File: config.mk
export PLATFORM = sky130hd
export DESIGN_NAME = async_tx
export DESIGN_NICKNAME = d
export VERILOG_FILES = /design/src/rtl/async_tx_pkg.sv /design/src/rtl/async_tx_baud.sv /design/src/rtl/async_tx_fifo.sv /design/src/rtl/async_tx_ctrl.sv /design/src/rtl/async_tx_data.sv /design/src/rtl/async_tx.sv
export SDC_FILE = /design/constraint.sdc
export NUM_CORES = 1
export LEC_CHECK = 0
export BUFFER_PORTS_ARGS = -buffer_cell sky130_fd_sc_hd__buf_2
export CAP_MARGIN = 20
export CORE_MARGIN = 2
export CORE_UTILIZATION = 30
export CTS_BUF_LIST = sky130_fd_sc_hd__clkbuf_4 sky130_fd_sc_hd__clkbuf_8 sky130_fd_sc_hd__clkbuf_16
export CTS_CLUSTER_SIZE = 8
export DETAILED_ROUTE_END_ITERATION = 8
export SYNTH_ARGS = -nofsm -noshare
export SYNTH_HDL_FRONTEND = slang
export SYNTH_SLANG_ARGS = --single-unit
File: constraint.sdc
create_clock -name clk -period 3.9 [get_ports clk]
set_clock_uncertainty 0.05 [all_clocks]
set_input_delay 0 -clock clk [delete_from_list [all_inputs] [get_ports clk]]
set_output_delay 0 -clock clk [all_outputs]
set_load 0.1 [all_outputs]
File: src/rtl/async_tx_pkg.sv
package async_tx_pkg;
  localparam int TICKS_PER_BIT = 16;

  typedef enum logic [2:0] {
    ST_IDLE,
    ST_START,
    ST_DATA,
    ST_PARITY,
    ST_STOP
  } txState_t;

  typedef struct packed {
    logic load;   // take a byte from the queue into the shifter
    logic shift;  // advance to the next data bit
  } dpStrobe_t;
endpackage

File: src/rtl/async_tx_baud.sv
module async_tx_baud #(
  parameter int DIV_W = 16
) (
  input  logic             clk,
  input  logic             rstN,
  input  logic             divWrEn,
  input  logic [DIV_W-1:0] divValue,
  output logic             tick
);
  localparam logic [DIV_W-1:0] ONE = DIV_W'(1);

  logic [DIV_W-1:0] divReg;
  logic [DIV_W-1:0] cnt;
  logic [DIV_W-1:0] effDiv;

  assign effDiv = (divReg == '0) ? ONE : divReg;
  assign tick   = (cnt == ONE);

  always_ff @(posedge clk or negedge rstN) begin
    if (!rstN) begin
      divReg <= ONE;
      cnt    <= ONE;
    end else if (divWrEn) begin
      divReg <= divValue;
      cnt    <= (divValue == '0) ? ONE : divValue;
    end else if (cnt <= ONE) begin
      cnt <= effDiv;
    end else begin
      cnt <= cnt - ONE;
    end
  end
endmodule

File: src/rtl/async_tx_fifo.sv
module async_tx_fifo #(
  parameter int WIDTH = 8,
  parameter int DEPTH = 16
) (
  input  logic             clk,
  input  logic             rstN,
  input  logic             push,
  input  logic [WIDTH-1:0] pushData,
  input  logic             pop,
  output logic [WIDTH-1:0] popData,
  output logic             empty
);
  generate
    if (DEPTH <= 1) begin : g_hold
      logic             full;
      logic [WIDTH-1:0] holdReg;
      assign empty   = !full;
      assign popData = holdReg;
      always_ff @(posedge clk or negedge rstN) begin
        if (!rstN) begin
          full    <= 1'b0;
          holdReg <= '0;
        end else if (push && (!full || pop)) begin
          full    <= 1'b1;
          holdReg <= pushData;
        end else if (pop) begin
          full <= 1'b0;
        end
      end
    end else begin : g_ring
      localparam int AW = $clog2(DEPTH);
      localparam logic [AW:0]   DEPTH_C = (AW+1)'(DEPTH);
      localparam logic [AW-1:0] LAST    = AW'(DEPTH - 1);

      logic [WIDTH-1:0] mem [DEPTH];
      logic [AW-1:0]    wrPtr;
      logic [AW-1:0]    rdPtr;
      logic [AW:0]      count;
      logic             doPush;
      logic             doPop;

      assign empty   = (count == '0);
      assign popData = mem[rdPtr];
      assign doPop   = pop && !empty;
      assign doPush  = push && ((count != DEPTH_C) || doPop);

      always_ff @(posedge clk) begin
        if (doPush) mem[wrPtr] <= pushData;
      end

      always_ff @(posedge clk or negedge rstN) begin
        if (!rstN) begin
          wrPtr <= '0;
          rdPtr <= '0;
          count <= '0;
        end else begin
          if (doPush) wrPtr <= (wrPtr == LAST) ? '0 : wrPtr + 1'b1;
          if (doPop)  rdPtr <= (rdPtr == LAST) ? '0 : rdPtr + 1'b1;
          if (doPush && !doPop)      count <= count + 1'b1;
          else if (doPop && !doPush) count <= count - 1'b1;
        end
      end
    end
  endgenerate
endmodule

File: src/rtl/async_tx_ctrl.sv
module async_tx_ctrl
  import async_tx_pkg::*;
(
  input  logic       clk,
  input  logic       rstN,
  input  logic       tick,
  input  logic       fifoEmpty,
  input  logic       ctsOk,
  input  logic [1:0] wordSel,
  input  logic       stopSel,
  input  logic       parityEn,
  output dpStrobe_t  strobe,
  output txState_t   state,
  output logic       busy
);
  localparam logic [4:0] BIT_LAST = 5'(TICKS_PER_BIT - 1);

  logic [4:0] tickCnt;
  logic [2:0] bitCnt;
  logic [2:0] bitLast;
  logic [4:0] stopLast;
  logic       startOk;
  logic       bitEnd;
  logic       stopEnd;

  assign bitLast  = {1'b0, wordSel} + 3'd4;
  assign stopLast = !stopSel ? BIT_LAST : ((wordSel == 2'd0) ? 5'd23 : 5'd31);
  assign startOk  = !fifoEmpty && ctsOk;
  assign bitEnd   = tick && (tickCnt == BIT_LAST);
  assign stopEnd  = tick && (state == ST_STOP) && (tickCnt == stopLast);
  assign busy     = (state != ST_IDLE);

  always_comb begin
    strobe       = '0;
    strobe.load  = tick && startOk && ((state == ST_IDLE) || stopEnd);
    strobe.shift = bitEnd && (state == ST_DATA);
  end

  always_ff @(posedge clk or negedge rstN) begin
    if (!rstN) begin
      state   <= ST_IDLE;
      tickCnt <= '0;
      bitCnt  <= '0;
    end else if (tick) begin
      tickCnt <= tickCnt + 1'b1;
      unique case (state)
        ST_IDLE: begin
          tickCnt <= '0;
          if (startOk) state <= ST_START;
        end
        ST_START: if (bitEnd) begin
          tickCnt <= '0;
          bitCnt  <= '0;
          state   <= ST_DATA;
        end
        ST_DATA: if (bitEnd) begin
          tickCnt <= '0;
          if (bitCnt == bitLast) state <= parityEn ? ST_PARITY : ST_STOP;
          else                   bitCnt <= bitCnt + 1'b1;
        end
        ST_PARITY: if (bitEnd) begin
          tickCnt <= '0;
          state   <= ST_STOP;
        end
        ST_STOP: if (stopEnd) begin
          tickCnt <= '0;
          state   <= startOk ? ST_START : ST_IDLE;
        end
        default: state <= ST_IDLE;
      endcase
    end
  end
endmodule

File: src/rtl/async_tx_data.sv
module async_tx_data
  import async_tx_pkg::*;
(
  input  logic       clk,
  input  logic       rstN,
  input  dpStrobe_t  strobe,
  input  txState_t   state,
  input  logic [7:0] loadData,
  input  logic [1:0] wordSel,
  input  logic       parityEven,
  input  logic       parityStick,
  input  logic       breakOn,
  output logic       txOut
);
  logic [7:0] shiftReg;
  logic       parBit;
  logic [7:0] masked;
  logic       xorAll;
  logic       parNext;

  assign masked  = loadData & (8'hFF >> (3'd3 - {1'b0, wordSel}));
  assign xorAll  = ^masked;
  assign parNext = parityStick ? !parityEven : (parityEven ? xorAll : !xorAll);

  always_ff @(posedge clk or negedge rstN) begin
    if (!rstN) begin
      shiftReg <= '0;
      parBit   <= 1'b0;
    end else if (strobe.load) begin
      shiftReg <= masked;
      parBit   <= parNext;
    end else if (strobe.shift) begin
      shiftReg <= {1'b0, shiftReg[7:1]};
    end
  end

  always_comb begin
    unique case (state)
      ST_START:  txOut = 1'b0;
      ST_DATA:   txOut = shiftReg[0];
      ST_PARITY: txOut = parBit;
      default:   txOut = 1'b1;
    endcase
    if (breakOn) txOut = 1'b0;
  end
endmodule

File: src/rtl/async_tx.sv
module async_tx
  import async_tx_pkg::*;
#(
  parameter int FIFO_DEPTH = 16,
  parameter int DIV_W      = 16
) (
  input  logic             clk,
  input  logic             rstN,
  input  logic             wrEn,
  input  logic [7:0]       wrData,
  input  logic             divWrEn,
  input  logic [DIV_W-1:0] divValue,
  input  logic [1:0]       wordSel,
  input  logic             stopSel,
  input  logic             parityEn,
  input  logic             parityEven,
  input  logic             parityStick,
  input  logic             breakOn,
  input  logic             autoCtsEn,
  input  logic             ctsIn,
  output logic             txOut,
  output logic             holdEmpty,
  output logic             txEmpty
);
  logic      tick;
  logic      fifoEmpty;
  logic [7:0] headData;
  logic      busy;
  dpStrobe_t strobe;
  txState_t  state;

  async_tx_baud #(.DIV_W(DIV_W)) uBaud (
    .clk(clk), .rstN(rstN), .divWrEn(divWrEn), .divValue(divValue), .tick(tick)
  );

  async_tx_fifo #(.WIDTH(8), .DEPTH(FIFO_DEPTH)) uFifo (
    .clk(clk), .rstN(rstN), .push(wrEn), .pushData(wrData),
    .pop(strobe.load), .popData(headData), .empty(fifoEmpty)
  );

  async_tx_ctrl uCtrl (
    .clk(clk), .rstN(rstN), .tick(tick), .fifoEmpty(fifoEmpty),
    .ctsOk(!autoCtsEn || ctsIn), .wordSel(wordSel), .stopSel(stopSel),
    .parityEn(parityEn), .strobe(strobe), .state(state), .busy(busy)
  );

  async_tx_data uData (
    .clk(clk), .rstN(rstN), .strobe(strobe), .state(state), .loadData(headData),
    .wordSel(wordSel), .parityEven(parityEven), .parityStick(parityStick),
    .breakOn(breakOn), .txOut(txOut)
  );

  assign holdEmpty = fifoEmpty;
  assign txEmpty   = fifoEmpty && !busy;
endmodule

==> metrics, run 1 <==
HP Class input port to flip-flop; grt met1 use 16.7%; CTS buffer count 17; Area growth syn-to-layout 20.0%; CP Buf/Inv Count 2; First-pass DRT Iterations 5; Setup TNS 0 ps; Slew Limit Fails 0; ranking of synthesized cells by area edfxtp_1, dfrtp_1, mux4_2, o21ai_0, nand2_1; LEAKAGE 3.82 nW; die area 30200 um^2; Worst VDD drop 316 uV; Fin. Hold Viols 0; initial antenna violation count 0; arrival time worst endpoint 3900 ps; post-synthesis instance area 8660 um^2; top post-synthesis cells by count edfxtp_1, dfrtp_1, nand2_1, o21ai_0, nor2_1; Unique masters post-synth 64; CTS tree yes; synthesized flop and latch total 193; Antenna Diode Count 0; sequential-to-total area share from yosys stat 63.2%; die height 174 um; gr busiest metal met2; period utilization 93.0%; Setup CP Type flip-flop to flip-flop; met2 usage 20.0%; total gr overflow 0; leading area contributor after synthesis edfxtp_1; GPL Wtd Cong 0.782; Core Region 28500 um^2; filler cell count 2769; largest net degree at the start of global routing 49; number of port buffers 39; synthesized net count 687; Final setup viols 0; number of global-route vias before repair 5443; Reg clk slew, reported paths 80 ps; final hold slack 57.3 ps; Vias 5335; Initial Utilization 30.3%; prevailing post-synth register cell edfxtp_1; Total Power 5.14 mW; drt wl/cell 15.9 um; Rows 62; DP Worst Slack 242 ps; CTS sink cnt 193; crit path launch type flip-flop; Worst Tran Pin Value 960 ps; ratio of cells with drive above 1 in the final layout 21.2%; Clock Latency Late Sink 440 ps; Total GRT Usage 12.3%; num ports 40; cells along the critical path or4_4 -> or3_4 -> nor3_4 -> nand4_4 -> nor4b_4 -> o21ai_2 -> clkinv_2 -> ha_2 -> inv_1 -> ha_1 -> a21o_1 -> a21oi_1 -> xnor2_1 -> nor2_1 -> xor2_1; Routed WL 17800 um; chip width 174 um; Post-synth EDFFs 128; FFs w/ async S/R, synth 33.7%; fin util 36.4%; syn_area_per_cell 13.6 um^2; Nets 776; Residual DRC 0; slew margin rel. 36.0%; RSZ-0062 raised after global routing false; PwrDens 495 nW/um^2; first-pass GRT wire length 29100 um; shortest period the worst path allows 3630 ps; placed wire-length estimate 11700 um; Synth warnings 0; Cells after Synth 635; final antenna-violating net count 0; H-tree Lvls 4; CTS Root Cell clkbuf_16; outcome finished, final reports clean; Worst path top cell family by delay simple AND/OR/NAND/NOR gates; Worst Path Max Fanout 3; met3 Usage GRT 2.85%; fin worst setup slack 273 ps; area share of the largest cell type after synthesis 44.4%; Worst Path Required 4170 ps; initial drt markers 379; via density per instance 4.76; Peak Freq 0.276 GHz; most common cell in the netlist edfxtp_1; Max-cap violations 0; Longest Clk Path Bufs 2; CP peak stage delay 540 ps; Slowest cell on crit path or4_4; Setup crit end kind flip-flop
power by group:
group / leakage, nW / switching (mW) / internal [mW]
Combinational: 1.57 / 0.453 / 0.317
Sequential: 1.94 / 0.123 / 2.40
Clock: 0.309 / 0.942 / 0.912
Total: 3.82 / 1.52 / 3.63
sequential cells by signal (all words and copies together), names as in the netlist:
| signal | count |
|---|---|
| uBaud.cnt | 16 |
| uBaud.divReg | 16 |
| uCtrl.bitCnt | 3 |
| uCtrl.state | 3 |
| uCtrl.tickCnt | 5 |
| uData.parBit | 1 |
| uData.shiftReg | 8 |
| uFifo.g_ring.count | 5 |
| uFifo.g_ring.mem | 128 |
| uFifo.g_ring.rdPtr | 4 |
| uFifo.g_ring.wrPtr | 4 |
layout make-up:
type | count | area, um^2 | area share (%)
repair buffers | 99 | 733 | 7.06
well taps | 384 | 480 | 4.62
clock buffers | 17 | 425 | 4.09
flip-flops and latches | 193 | 5470 | 52.7
multi-input cells | 383 | 2950 | 28.4
inverters | 30 | 114 | 1.10
clock inverters | 15 | 218 | 2.10
worst min-delay path, delay by kind of cell:
kind	cells	cell delay (ps)
buffers and inverters	1	320
AND/OR/NAND/NOR	1	180
AO/OA/AOI/OAI	1	50
kinds of logic after synthesis:
| logic type | synth area share (%) |
|---|---|
| flip-flops | 63.2 |
| AO/OA/AOI/OAI | 8.33 |
| AND/OR/NAND/NOR | 10.2 |
| buffers and inverters | 2.85 |
| adder cells (fa/ha/maj) | 2.26 |
| multiplexers | 10.1 |
| XOR/XNOR | 3.08 |
what timing repair did:
item,CTS,global route
hold endpoints to repair,202,0
resized for setup,0,1
hold buffers,30,0
setup buffers,0,1
endpoints found under the setup margin,0,1
final timing paths:
check / startpoint / cells past startpoint / slack [ps] / to
worst max-delay path: uBaud.cnt[10]$_DFF_PN0_ / 15 / 270 / uFifo.g_ring.count[4]$_DFFE_PN0P_
worst min-delay path: divWrEn / 3 / 60 / uBaud.cnt[0]$_DFF_PN1_
min in group asynchronous: rstN / 2 / 160 / uBaud.divReg[10]$_DFFE_PN0P_
max in group asynchronous: rstN / 3 / 2740 / uFifo.g_ring.count[3]$_DFFE_PN0P_
worst min register to register: uFifo.g_ring.count[4]$_DFFE_PN0P_ / 1 / 440 / uFifo.g_ring.count[4]$_DFFE_PN0P_
worst max register to register: uBaud.cnt[10]$_DFF_PN0_ / 15 / 270 / uFifo.g_ring.count[4]$_DFFE_PN0P_
cell usage in the layout, fill, tap and decap left out, types with 3 or more instances in the layout:
cell,count
nand3_1,9
nor2_1,33
nand2_4,3
a21oi_1,17
nand2b_1,9
dlygate4sd3_1,30
o31ai_1,6
or2_2,3
buf_2,39
nand2_1,62
xor2_1,7
o22ai_1,8
nor3_1,11
mux2i_1,22
edfxtp_1,128
buf_4,29
ha_1,13
inv_1,29
nor4_1,10
inv_12,7
clkbuf_16,17
xnor2_1,19
nand3b_1,3
a22oi_1,4
o21ai_0,62
nor2b_1,6
inv_6,4
clkinv_8,3
mux4_2,28
a21o_1,5
dfrtp_1,63
metal layers:
layer  vias up  wire length [um]
li1       2541                 -
met1      2675              8270
met2       105              8650
met3        14               661
met4         0               191
met5         -                 0
metrics by stage:
step | std cells | area, um^2
final | 1121 | 10400
after global placement | 1058 | 9440
after CTS | 1120 | 10400
after detailed placement | 1058 | 9440
after global routing | 1121 | 10400
after floorplan | 635 | 8660
Power figures use the tool's default switching activity.
==> inputs of run 2 (changes only) <==
--- a/config.mk
+++ b/config.mk
@@ -12,6 +12,7 @@
 export CTS_BUF_LIST = sky130_fd_sc_hd__clkbuf_4 sky130_fd_sc_hd__clkbuf_8 sky130_fd_sc_hd__clkbuf_16
 export CTS_CLUSTER_SIZE = 8
 export DETAILED_ROUTE_END_ITERATION = 8
+export MAX_ROUTING_LAYER = met4
 export SYNTH_ARGS = -nofsm -noshare
 export SYNTH_HDL_FRONTEND = slang
 export SYNTH_SLANG_ARGS = --single-unit
==> run 2 against run 1 <==
Against the previous run: global-route usage grew 0.37 points; register-to-register slack barely moved; utilization is the same; combinational power about the same; final area did not move; sequential share of layout area unchanged; non-clock buffer count is the same; clock-buffer cell count stayed put; power is essentially flat.
==> metrics, run 2 (synthesis gave the netlist of run 1 again) <==
outcome finished, final reports clean; Longest Clk Path Bufs 2; Rows 62; highest-count cells in the layout ignoring fill and taps edfxtp_1, dfrtp_1, nand2_1, o21ai_0, buf_2; biggest regs uFifo.g_ring.mem (128), uBaud.cnt (16), uBaud.divReg (16); Area growth syn-to-layout 20.0%; Worst Path Max Fanout 3; Top reg by flops uFifo.g_ring.mem; Setup CP Type flip-flop to flip-flop; most common cell after layout, fill and taps aside edfxtp_1; via density per instance 4.71; Slew Limit Fails 0; Peak Freq 0.276 GHz; final hold slack 65.8 ps; shortest period the worst path allows 3620 ps; CP Buf/Inv Count 2; initial antenna violation count 0; ratio of cells with drive above 1 in the final layout 21.2%; arrival time worst endpoint 3880 ps; Setup TNS 0 ps; Critical R2R Launch uBaud.cnt[10]$_DFF_PN0_; max FFs per register 128; Core Region 28500 um^2; drt wl/cell 15.8 um; worst hold stages 3; Worst R2R Setup Slack 280 ps; initial drt markers 391; Final setup viols 0; cells along the critical path or4_4 -> or3_4 -> nor3_4 -> nand4_4 -> nor4b_4 -> o21ai_2 -> clkinv_2 -> ha_2 -> inv_1 -> ha_1 -> a21o_1 -> a21oi_1 -> xnor2_1 -> nor2_1 -> xor2_1; placed wire-length estimate 11700 um; LEAKAGE 3.82 nW; filler cell count 2769; number of global-route vias before repair 5432; CTS tree yes; CP peak stage delay 540 ps; Residual DRC 0; HP Class input port to flip-flop; hold path startpoint divWrEn; Worst path top cell family by delay simple AND/OR/NAND/NOR gates; Worst Tran Pin Value 969 ps; crit path launch type flip-flop; area post-placement 9440 um^2; CTS sink cnt 193; RSZ-0062 raised after global routing false; Fin. Hold Viols 0; die height 174 um; Clock Latency Late Sink 440 ps; number of port buffers 39; Routed WL 17800 um; CTS Root Cell clkbuf_16; CTS buffer count 17; period utilization 92.9%; Antenna Diode Count 0; Hold Path End uBaud.cnt[0]$_DFF_PN1_; H-tree Lvls 4; Slowest cell on crit path or4_4; Vias 5280; final antenna-violating net count 0; Setup crit end kind flip-flop; slew margin rel. 35.4%; Total GRT Usage 12.7%; Nets 776; first-pass GRT wire length 29100 um; Max-cap violations 0; Design Area, Final 10400 um^2; Reg clk slew, reported paths 80 ps; total gr overflow 0; GPL Wtd Cong 0.795; chip width 174 um; largest net degree at the start of global routing 49; First-pass DRT Iterations 4; num ports 40; PwrDens 495 nW/um^2; Worst VDD drop 308 uV; Worst R2R End uFifo.g_ring.count[4]$_DFFE_PN0P_; R2R cell count 15; Initial Utilization 30.3%; die area 30200 um^2; Worst Path Required 4160 ps; fin util 36.4%
## run 2: worst max path at each step
stage / depth (start not counted) / from / to
2_1_floorplan: 15 / uBaud.cnt[11]$_DFF_PN0_ / uFifo.g_ring.count[4]$_DFFE_PN0P_
3_3_place_gp: 15 / uBaud.cnt[11]$_DFF_PN0_ / uFifo.g_ring.count[4]$_DFFE_PN0P_
3_5_place_dp: 15 / uBaud.cnt[10]$_DFF_PN0_ / uFifo.g_ring.count[4]$_DFFE_PN0P_
4_1_cts: 15 / uBaud.cnt[10]$_DFF_PN0_ / uFifo.g_ring.count[4]$_DFFE_PN0P_
5_1_grt: 15 / uBaud.cnt[10]$_DFF_PN0_ / uFifo.g_ring.count[4]$_DFFE_PN0P_
6_report: 15 / uBaud.cnt[10]$_DFF_PN0_ / uFifo.g_ring.count[4]$_DFFE_PN0P_
## run 2: tightest hold or removal path: cells and delay by family
| kind | cells | cell delay (ps) |
|---|---|---|
| buf+inv | 1 | 320 |
| compound gates | 1 | 50 |
| simple gates | 1 | 180 |
## run 2: final cells by class
type                    instances  area, um^2  area share (%)
clock buffers                  17         425            4.09
clock inverters                15         218            2.10
inverters                      30         114            1.10
multi-input cells             383        2950            28.4
flip-flops and latches        193        5470            52.7
well taps                     384         480            4.62
repair buffers                 99         733            7.06
## run 2: power breakdown
part           internal [mW]  switching (mW)
logic                  0.317           0.455
clock network          0.913           0.942
registers               2.40           0.123
total                   3.63            1.52
## run 2: layer usage
layer  GRT usage [%]  wire length, um  vias to the layer above
met5               -                0                        -
met4            3.12              121                        0
met3            2.68              659                        9
met2            19.9             8700                      100
met1            16.8             8280                     2631
li1                -                -                     2540
## run 2: what timing repair did
action                     in CTS  in global routing
gates resized for setup         0                  1
hold endpoints to repair      202                  0
setup endpoints to repair       0                  1
hold buffers                   30                  0
setup buffers                   0                  1
## run 2: through the flow
stage | std cells | power, mW | setup slack, ps
4_1_cts | 1120 | 5.20 | 202
3_3_place_gp | 1058 | 3.31 | 292
5_1_grt | 1121 | 5.40 | 56.9
2_1_floorplan | 635 | 3.06 | 55.7
6_report | 1121 | 5.15 | 279
3_5_place_dp | 1058 | 3.32 | 242
==> inputs of run 3 (changes only) <==
--- a/config.mk
+++ b/config.mk
@@ -7,12 +7,12 @@
 export LEC_CHECK = 0
 export BUFFER_PORTS_ARGS = -buffer_cell sky130_fd_sc_hd__buf_2
 export CAP_MARGIN = 20
-export CORE_MARGIN = 2
 export CORE_UTILIZATION = 30
 export CTS_BUF_LIST = sky130_fd_sc_hd__clkbuf_4 sky130_fd_sc_hd__clkbuf_8 sky130_fd_sc_hd__clkbuf_16
 export CTS_CLUSTER_SIZE = 8
 export DETAILED_ROUTE_END_ITERATION = 8
 export MAX_ROUTING_LAYER = met4
+export SLEW_MARGIN = 25
 export SYNTH_ARGS = -nofsm -noshare
 export SYNTH_HDL_FRONTEND = slang
 export SYNTH_SLANG_ARGS = --single-unit
==> run 3 against run 2 <==
Against the previous run: combinational power is essentially flat; final cell count down 0.62%; worst setup slack worse by 21 ps; critical path depth unchanged; routed wire length increased by 1.4%; die area decreased by 2.3%; clock power hardly changed; critical path type unchanged; clock-buffer cell count unchanged; sequential power is essentially flat; final area is 0.13% lower; hold slack lost 25 ps.
==> metrics, run 3 (synthesis gave the netlist of run 1 again) <==
biggest regs uFifo.g_ring.mem (128), uBaud.cnt (16), uBaud.divReg (16); outcome finished, final reports clean; placed wire-length estimate 12000 um; num ports 40; Area growth syn-to-layout 19.9%; initial antenna violation count 0; First-pass DRT Iterations 5; Worst setup startpoint uBaud.cnt[11]$_DFF_PN0_; worst hold stages 4; number of port buffers 39; Clk pwr share 36.3%; Residual DRC 0; Storage cell area 5470 um^2; R2R cell count 15; Vias 5349; Longest Clk Path Bufs 2; H-tree Lvls 4; Antenna Diode Count 0; Clock Latency Late Sink 440 ps; initial drt markers 374; Rows 61; arrival time worst endpoint 3920 ps; Sequential Power Share 48.7%; Setup crit end kind flip-flop; Peak Freq 0.275 GHz; Worst Path Required 4180 ps; Setup CP Type flip-flop to flip-flop; chip width 172 um; HP Class input port to flip-flop; CTS buffer count 17; most common cell after layout, fill and taps aside edfxtp_1; CTS Root Cell clkbuf_16; number of global-route vias before repair 5296; final hold slack 40.8 ps; Worst VDD drop 464 uV; drt wl/cell 16.2 um; sw frac 29.9%; crit path launch type flip-flop; post-CTS resize count 0; P_sw 1.55 mW; LEAKAGE 3.82 nW; Hold Path End uData.shiftReg[5]$_DFFE_PN0P_; Worst Path Max Fanout 3; largest net degree at the start of global routing 66; PwrDens 499 nW/um^2; shortest period the worst path allows 3640 ps; hold path startpoint wordSel[0]; multi-input logic area 2940 um^2; CTS Hold Bufs 30; Worst R2R End uFifo.g_ring.count[4]$_DFFE_PN0P_; Fin. Hold Viols 0; Top reg by flops uFifo.g_ring.mem; Routed WL 18000 um; Max-cap violations 0; total gr overflow 0; via density per instance 4.80; Total Power 5.18 mW; ratio of cells with drive above 1 in the final layout 21.1%; Core Region 28100 um^2; Final setup viols 0; Setup TNS 0 ps; slew margin rel. 38.7%; first-pass GRT wire length 28700 um; Nets 775; Initial Utilization 30.8%; Critical R2R Launch uBaud.cnt[11]$_DFF_PN0_; max FFs per register 128; die height 172 um; die area 29500 um^2; Slew Limit Fails 0; final antenna-violating net count 0; period utilization 93.4%; internal power 3.63 mW; CTS sink cnt 193; filler cell count 2722; Gate power share 14.9%; Reg clk slew, reported paths 90 ps; RSZ-0062 raised after global routing false; CTS tree yes; post-CTS setup buffer count 0; Worst Tran Pin Value 910 ps; Worst R2R Setup Slack 260 ps; highest-count cells in the layout ignoring fill and taps edfxtp_1, nand2_1, o21ai_0, dfrtp_1, buf_2; GPL Wtd Cong 0.816; Total GRT Usage 13.4%
run 3: worst max path at each step:
stage                                                   end  cells after the start  slack (ps)
after global placement    uFifo.g_ring.count[4]$_DFFE_PN0P_                     15         290
after CTS                          uData.parBit$_DFFE_PN0N_                      8          60
after global routing      uFifo.g_ring.count[4]$_DFFE_PN0P_                     15          10
after floorplan           uFifo.g_ring.count[4]$_DFFE_PN0P_                     15          60
final                     uFifo.g_ring.count[4]$_DFFE_PN0P_                     15         260
after detailed placement  uFifo.g_ring.count[4]$_DFFE_PN0P_                     15         240
run 3: area by class of cell:
class / instances / share of cell area [%]
clock buffers: 17 / 4.10
clock inverters: 15 / 2.12
inverters: 30 / 1.10
multi-input cells: 383 / 28.4
flip-flops and latches: 193 / 52.8
well taps: 378 / 4.56
repair buffers: 98 / 6.99
run 3: power by group through the flow:
stage,Clock (mW),Combinational (mW),Sequential (mW)
2_1_floorplan,0,0.551,2.51
6_report,1.88,0.774,2.52
3_5_place_dp,0,0.751,2.57
3_3_place_gp,0,0.739,2.56
5_1_grt,2.01,0.869,2.55
4_1_cts,1.92,0.784,2.52
run 3: stage by stage:
step / setup slack, ps / util (%) / cell area, um^2 / instances
floorplan: 55.7 / - / 8660 / 635
global placement: 285 / 33.6 / 9430 / 1052
detailed placement: 241 / 33.6 / 9430 / 1052
CTS: 61.6 / 36.9 / 10400 / 1114
global route: 11.0 / 36.9 / 10400 / 1114
finish: 257 / 36.9 / 10400 / 1114
run 3: worst max-delay path: stages, from the launching register on:
cell	delay, ps
dfrtp_1	400
or4_4	550
or3_4	370
nor3_4	200
nand4_4	140
nor4b_4	320
o21ai_2	120
clkinv_2	60
ha_1	210
inv_1	100
ha_1	320
a21o_1	190
a21oi_1	170
xnor2_1	130
nor2_1	60
xor2_1	140
run 3: per-layer routing:
layer | global-route usage, % | wire (um)
met1 | 17.4 | 8430
met2 | 21.3 | 8640
met3 | 2.61 | 834
met4 | 3.66 | 117
met5 | - | 0
